### config.mk
export PLATFORM = sky130hd
export DESIGN_NAME = pgw_stage
export DESIGN_NICKNAME = d
export VERILOG_FILES = /design/src/rtl/pgw_pkg.sv /design/src/rtl/pgw_cursor.sv /design/src/rtl/pgw_store.sv /design/src/rtl/pgw_walker.sv /design/src/rtl/pgw_stage.sv
export SDC_FILE = /design/constraint.sdc
export NUM_CORES = 1
export LEC_CHECK = 0
export ABC_AREA = 1
export BUFFER_PORTS_ARGS = -buffer_cell sky130_fd_sc_hd__buf_2
export CAP_MARGIN = 0
export CORE_MARGIN = 5
export CORE_UTILIZATION = 25
export CTS_CLUSTER_SIZE = 16
export DETAILED_ROUTE_END_ITERATION = 7
export PLACE_DENSITY = 0.5
export SETUP_SLACK_MARGIN = 0.1
export SKIP_CTS_REPAIR_TIMING = 1
export SYNTH_ARGS = -nofsm -noshare
export SYNTH_HDL_FRONTEND = slang
export SYNTH_HIERARCHICAL = 1
export SYNTH_SLANG_ARGS = --single-unit
### constraint.sdc
create_clock -name clk -period 2.5 [get_ports clk]
set_input_delay 0 -clock clk [delete_from_list [all_inputs] [get_ports clk]]
set_output_delay 0 -clock clk [all_outputs]
set_load 0.02 [all_outputs]
### src/rtl/pgw_pkg.sv
package pgw_pkg;
  // Decoded request for one cycle, after priority resolution.
  typedef enum logic [2:0] {
    CMD_NONE   = 3'd0,
    CMD_OPEN   = 3'd1,
    CMD_BYTE   = 3'd2,
    CMD_COMMIT = 3'd3,
    CMD_DROP   = 3'd4,
    CMD_ABORT  = 3'd5
  } pgw_cmd_e;
endpackage

### src/rtl/pgw_cursor.sv
module pgw_cursor #(
  parameter int ADDR_W = 8,
  parameter int IDX_W  = 4,
  localparam int BASE_W = ADDR_W - IDX_W
) (
  input  logic              clk,
  input  logic              rst_n,
  input  logic              load_i,
  input  logic [ADDR_W-1:0] addr_i,
  input  logic              step_i,
  output logic [BASE_W-1:0] base_o,
  output logic [IDX_W-1:0]  idx_o
);
  // Slot advance; the carry out of the slot field is dropped so it wraps in-page.
  function automatic logic [IDX_W-1:0] next_slot(input logic [IDX_W-1:0] s);
    return s + IDX_W'(1);
  endfunction

  logic [BASE_W-1:0] base_q;
  logic [IDX_W-1:0]  idx_q;

  always_ff @(posedge clk) begin
    if (!rst_n) begin
      base_q <= '0;
      idx_q  <= '0;
    end else if (load_i) begin
      base_q <= addr_i[ADDR_W-1:IDX_W];
      idx_q  <= addr_i[IDX_W-1:0];
    end else if (step_i) begin
      idx_q  <= next_slot(idx_q);
    end
  end

  assign base_o = base_q;
  assign idx_o  = idx_q;
endmodule

### src/rtl/pgw_store.sv
module pgw_store #(
  parameter int DEPTH  = 16,
  parameter int DATA_W = 8,
  localparam int IDX_W = $clog2(DEPTH)
) (
  input  logic              clk,
  input  logic              rst_n,
  input  logic              wr_i,
  input  logic [IDX_W-1:0]  wr_idx_i,
  input  logic [DATA_W-1:0] wr_data_i,
  input  logic              clr_i,
  input  logic              busy_i,
  input  logic [IDX_W-1:0]  rd_idx_i,
  output logic [DATA_W-1:0] rd_data_o,
  output logic [DEPTH-1:0]  valid_o
);
  logic [DATA_W-1:0] slot_q [DEPTH];
  logic [DEPTH-1:0]  valid_q;

  for (genvar g = 0; g < DEPTH; g++) begin : g_slot
    logic hit;
    assign hit = wr_i && (wr_idx_i == IDX_W'(g));

    always_ff @(posedge clk) begin
      if (hit) slot_q[g] <= wr_data_i;
    end

    always_ff @(posedge clk) begin
      if (!rst_n || clr_i) valid_q[g] <= 1'b0;
      else if (hit)        valid_q[g] <= 1'b1;
    end
  end

  assign rd_data_o = slot_q[rd_idx_i];
  assign valid_o   = valid_q;


  mask_idle_chk: assert property (@(posedge clk) disable iff (!rst_n)
    busy_i |-> (valid_q == '0))
    else $error("staging mask filled during a commit walk");
endmodule

### src/rtl/pgw_walker.sv
module pgw_walker #(
  parameter int DEPTH = 16,
  localparam int IDX_W = $clog2(DEPTH)
) (
  input  logic             clk,
  input  logic             rst_n,
  input  logic             start_i,
  input  logic [DEPTH-1:0] snap_i,
  input  logic             abort_i,
  output logic             busy_o,
  output logic             we_o,
  output logic [IDX_W-1:0] idx_o,
  output logic             done_o
);
  // Lowest set bit of a mask; 0 when the mask is empty.
  function automatic logic [IDX_W-1:0] lowest_set(input logic [DEPTH-1:0] m);
    logic [IDX_W-1:0] r;
    r = '0;
    for (int i = DEPTH - 1; i >= 0; i--) begin
      if (m[i]) r = IDX_W'(i);
    end
    return r;
  endfunction

  logic [DEPTH-1:0] pend_q;
  logic             busy_q;
  logic             done_q;
  logic [IDX_W-1:0] cur_idx;
  logic [DEPTH-1:0] pend_nxt;
  logic             last_write;

  assign cur_idx    = lowest_set(pend_q);
  assign pend_nxt   = pend_q & ~(DEPTH'(1) << cur_idx);
  assign last_write = busy_q && (pend_nxt == '0);

  always_ff @(posedge clk) begin
    if (!rst_n) begin
      pend_q <= '0;
      busy_q <= 1'b0;
      done_q <= 1'b0;
    end else begin
      done_q <= 1'b0;
      if (abort_i) begin
        pend_q <= '0;
        busy_q <= 1'b0;
      end else if (start_i && !busy_q) begin
        if (snap_i == '0) begin
          done_q <= 1'b1;
        end else begin
          pend_q <= snap_i;
          busy_q <= 1'b1;
        end
      end else if (busy_q) begin
        pend_q <= pend_nxt;
        if (last_write) begin
          busy_q <= 1'b0;
          done_q <= 1'b1;
        end
      end
    end
  end

  assign busy_o = busy_q;
  assign we_o   = busy_q;
  assign idx_o  = cur_idx;
  assign done_o = done_q;


  ascend_chk: assert property (@(posedge clk) disable iff (!rst_n)
    we_o |=> (!we_o || (idx_o > $past(idx_o))))
    else $error("commit writes out of ascending order");


  done_single_chk: assert property (@(posedge clk) disable iff (!rst_n)
    done_o |=> !done_o)
    else $error("done held longer than one cycle");


  done_idle_chk: assert property (@(posedge clk) disable iff (!rst_n)
    done_o |-> !busy_o)
    else $error("done raised while still busy");


  empty_commit_chk: assert property (@(posedge clk) disable iff (!rst_n)
    (start_i && !busy_o && !abort_i && (snap_i == '0)) |=> (done_o && !we_o))
    else $error("empty commit misbehaved");


  abort_stop_chk: assert property (@(posedge clk) disable iff (!rst_n)
    abort_i |=> (!we_o && !done_o))
    else $error("write or done after abort");
endmodule

### src/rtl/pgw_stage.sv
module pgw_stage #(
  parameter int ADDR_W = 8,
  parameter int DATA_W = 8,
  parameter int DEPTH  = 16,
  localparam int IDX_W  = $clog2(DEPTH),
  localparam int BASE_W = ADDR_W - IDX_W
) (
  input  logic              clk,
  input  logic              rst_n,
  input  logic              open_i,
  input  logic [ADDR_W-1:0] open_addr_i,
  input  logic              byte_vld_i,
  input  logic [DATA_W-1:0] byte_i,
  input  logic              commit_i,
  input  logic              commit_en_i,
  input  logic              abort_i,
  output logic              busy_o,
  output logic              mem_we_o,
  output logic [ADDR_W-1:0] mem_addr_o,
  output logic [DATA_W-1:0] mem_wdata_o,
  output logic              done_o
);
  import pgw_pkg::*;

  pgw_cmd_e          cmd;
  logic              busy;
  logic [BASE_W-1:0] base;
  logic [IDX_W-1:0]  wr_slot;
  logic [IDX_W-1:0]  walk_slot;
  logic [DEPTH-1:0]  valid;
  logic [DATA_W-1:0] rd_data;
  logic              walk_we;

  // Named events for the checks: one decoded request per cycle.
  logic ev_open, ev_byte, ev_commit, ev_drop, ev_abort, ev_clear;

  always_comb begin
    cmd = CMD_NONE;
    if (abort_i)                 cmd = CMD_ABORT;
    else if (busy)               cmd = CMD_NONE;
    else if (commit_i)           cmd = commit_en_i ? CMD_COMMIT : CMD_DROP;
    else if (open_i)             cmd = CMD_OPEN;
    else if (byte_vld_i)         cmd = CMD_BYTE;
  end

  assign ev_open   = (cmd == CMD_OPEN);
  assign ev_byte   = (cmd == CMD_BYTE);
  assign ev_commit = (cmd == CMD_COMMIT);
  assign ev_drop   = (cmd == CMD_DROP);
  assign ev_abort  = (cmd == CMD_ABORT);
  assign ev_clear  = ev_open | ev_commit | ev_drop | ev_abort;

  pgw_cursor #(.ADDR_W(ADDR_W), .IDX_W(IDX_W)) u_cursor (
    .clk    (clk),
    .rst_n  (rst_n),
    .load_i (ev_open),
    .addr_i (open_addr_i),
    .step_i (ev_byte),
    .base_o (base),
    .idx_o  (wr_slot)
  );

  pgw_store #(.DEPTH(DEPTH), .DATA_W(DATA_W)) u_store (
    .clk       (clk),
    .rst_n     (rst_n),
    .wr_i      (ev_byte),
    .wr_idx_i  (wr_slot),
    .wr_data_i (byte_i),
    .clr_i     (ev_clear),
    .busy_i    (busy),
    .rd_idx_i  (walk_slot),
    .rd_data_o (rd_data),
    .valid_o   (valid)
  );

  pgw_walker #(.DEPTH(DEPTH)) u_walker (
    .clk     (clk),
    .rst_n   (rst_n),
    .start_i (ev_commit),
    .snap_i  (valid),
    .abort_i (ev_abort),
    .busy_o  (busy),
    .we_o    (walk_we),
    .idx_o   (walk_slot),
    .done_o  (done_o)
  );

  assign busy_o      = busy;
  assign mem_we_o    = walk_we;
  assign mem_addr_o  = {base, walk_slot};
  assign mem_wdata_o = rd_data;


  page_hold_chk: assert property (@(posedge clk) disable iff (!rst_n)
    (mem_we_o && $past(mem_we_o)) |-> $stable(mem_addr_o[ADDR_W-1:IDX_W]))
    else $error("page changed during a commit walk");


  drop_quiet_chk: assert property (@(posedge clk) disable iff (!rst_n)
    ev_drop |=> (!mem_we_o && !done_o))
    else $error("disabled commit produced activity");
endmodule

==> results.yml <==
pwr:
  peakVddDrop_mv: 0.471
  p_per_area_nw_per_um2: 574
  power.leakage_uw: 0.00430
grt:
  grt_remaining_overflow: 0
  groute.layer.met3.usage: 0.0246
  grt_util_all_layers: 0.114
  grtUsageMet2: 0.176
  top_usage_layer: "met2"
  antenna_found_initial: 1
  use_met1: 0.166
  grt_pass1_vias: 5500
  grt_max_degree: 35
  grt_pass1_wl_mm: 31.6
layout:
  final_common_cell: "nand2_1"
  drive_gt1_frac: 0.203
  seq_area_um2: 4690
  final_util: 0.314
  area_growth_pct: 24.1
  stdcell_area_um2: 9900
  multi_input_area_um2: 2630
  fillers: 3312
  final_nets: 995
  mostFrequentLayoutCells: "nand2_1 (248), inv_1 (147), edfxtp_1 (128)"
  num_antenna_cells: 0
detailed_routing:
  wl_mm: 21.2
  route.vias.total: 6072
  ant_nets: 0
  firstDrtPassIters: 4
  drtIter0Drc: 480
  avgRoutedWirePerCell_um: 15.3
  drc: 0
  routed_via_density: 4.38
clock_tree:
  clockBufferDepth: 2
  clock_sinks: 170
  clk_pin_slew_ns: 0.07
  numCtsBuffers: 17
  cts_tree: "yes"
  cts_root_buffer: "clkbuf_16"
  h-tree-depth: 4
  clk_latency_ns: 0.42
worst_setup_path:
  reg2reg_to: "u_walker/done_o$_SDFF_PP0_"
  cp_common_cell: "nand2_1"
  crit_arrival_ns: 2.68
  cpMaxStageDelayCell: "dfxtp_1"
  start_kind: "flip-flop"
  required_ns: 2.50
  cp-end-kind: "output port"
  reg2reg_from: "u_walker/pend_q[15]$_SDFFE_PP0P_"
  reg2reg_slack_ns: 0.18
  crit_path_max_fanout: 8
  path_buf_inv: 5
  reg2reg_depth: 17
  path_class: "reg2out"
  cp_top_family: "simple AND/OR/NAND/NOR gates"
  slowest_delay_ns: 0.37
sta:
  fmax_mhz: 373
  grt_setup_unrepaired: "yes"
  final.setup_skew_ns: 0.00909
  worstMarginPinSlew_ns: 0.691
  worst_slack_ns: -0.180
  final_max_slew_viol_count: 0
  slew_headroom: 0.538
  final-setup-viol-count: 8
  period_minus_slack_ns: 2.68
  timing.final.crit_share: 1.07
  hold_viol: 1
  fin_hold_ws_ns: -0.0129
logic_synthesis:
  yosysTopAreaCell: "edfxtp_1"
  syn-cell-area_um2: 7980
  synth.area.top_cells: "edfxtp_1 (48%), nand2_1 (12%), dfxtp_1 (11%), inv_1 (7.0%), nand3_1 (6.7%)"
  async_flop_share: 0
  ys_seq_area_frac: 0.587
  ys.flop_type: "edfxtp_1"
  synth.top_cell.area_share: 0.482
  yosysWarnings: 6
  avgSynthCellArea_um2: 8.94
  syn_inst: 892
  synth_seq_cells: 170
  synth_nets: 916
  ys_types: 38
  synth_edf_count: 128
job:
  cap_viol_max_count: 0
placement:
  gp_congestion: 0.842
  numPortBuffers: 41
  place_area_um2: 8690
  preCtsSetupSlack_ns: 0.129
  place_hpwl_mm: 13.9
floorplan:
  dieArea_um2: 35600
  coreArea_um2: 31600
  rows: 65
  die_x_um: 189
  start_util: 0.253
  die_h_um: 189
  io_pins: 42
worst_hold_path:
  min_path_type: "in2reg"
  min_path_cells: 4
  hold_start: "open_addr_i[3]"
  worstHoldEndpoint: "u_cursor/idx_o[3]$_SDFFE_PN0P_"
status:
  violations: "negative hold slack, negative setup slack"
  status: "finished, violations left"
metrics by stage:
step | cells | setup TNS (ns) | total power, µW
after floorplan | 892 | 0 | 3180
after global placement | 1323 | 0 | 3260
after detailed placement | 1323 | 0 | 3260
after CTS | 1354 | -2.62 | 5710
after global routing | 1385 | -3.19 | 5910
final | 1385 | -1.23 | 5680
per-layer routing:
metal / share of wire / vias to the layer above
met5: 0 / -
met1: 0.48 / 2893
met4: 0.0075 / 0
met3: 0.050 / 9
met2: 0.47 / 149
li1: - / 3021
power breakdown:
group	internal (µW)	total (µW)	switching, µW	leakage [µW]
Clock	1290	2460	1170	0.000249
Combinational	65.7	181	116	0.00256
Sequential	3040	3050	8.22	0.00149
Total	4390	5680	1290	0.00430
flip-flops by register name, indices dropped and copies added, names as in the netlist:
name,cells
u_store/slot_q,128
u_store/valid_o,16
u_walker/done_o,1
u_cursor/base_o,4
u_walker/pend_q,16
u_cursor/idx_o,4
u_walker/busy_o,1
worst register-to-register path, stage by stage, from the launching register on:
cell      delay [ns]
dfxtp_2         0.35
inv_1           0.05
nand2_2         0.07
nand3_1         0.09
nand3_2         0.08
nand3_2         0.06
nand3_2         0.06
nand2_2         0.06
a21oi_4         0.22
buf_4           0.20
nand4_1         0.18
o21ai_1         0.21
nand2_1         0.07
clkinv_1        0.05
nand3_1         0.08
nor2_2          0.19
nand3_2         0.10
a21oi_2         0.12
area by class of cell:
class / instances / share of cell area
Sequential cell: 170 / 0.473
Clock buffer: 17 / 0.0430
Multi-Input combinational cell: 518 / 0.265
Tap cell: 402 / 0.0508
Inverter: 170 / 0.0696
Clock inverter: 14 / 0.0111
Timing Repair Buffer: 94 / 0.0867
cell usage after synthesis (all sizes together) (2+ instances only):
cell type / number
a21oi: 23
buf: 27
clkbuf: 7
clkinv: 8
dfxtp: 42
edfxtp: 128
inv: 162
nand2: 269
nand3: 113
nand4: 13
nor2: 52
nor3: 8
nor4: 4
o211ai: 16
o21ai: 14
or2: 2
worst max-delay path by stage:
stage                                                 from                               end  slack, ns  cells after the start
after floorplan               u_walker/busy_o$_SDFFE_PP0P_  u_walker/pend_q[10]$_SDFFE_PP0P_       0.32                     14
after global placement    u_walker/pend_q[14]$_SDFFE_PP0P_                    mem_wdata_o[5]       0.14                     26
after detailed placement  u_walker/pend_q[14]$_SDFFE_PP0P_                    mem_wdata_o[2]       0.13                     26
after CTS                 u_walker/pend_q[14]$_SDFFE_PP0P_                    mem_wdata_o[2]      -0.34                     26
after global routing      u_walker/pend_q[14]$_SDFFE_PP0P_                    mem_wdata_o[5]      -0.41                     26
final                     u_walker/pend_q[13]$_SDFFE_PP0P_                    mem_wdata_o[5]      -0.18                     25
cell families (layout without fill, tap and decap cells):
group	after synthesis	in the layout	synth area share
flip-flops	170	170	0.587
AND/OR/NAND/NOR	461	461	0.256
buffers and inverters	204	295	0.109
AO/OA/AOI/OAI	55	55	0.0450
adder cells (fa/ha/maj)	1	1	0.00157
XOR/XNOR	1	1	0.00110
(Power assumes the default switching activity.)
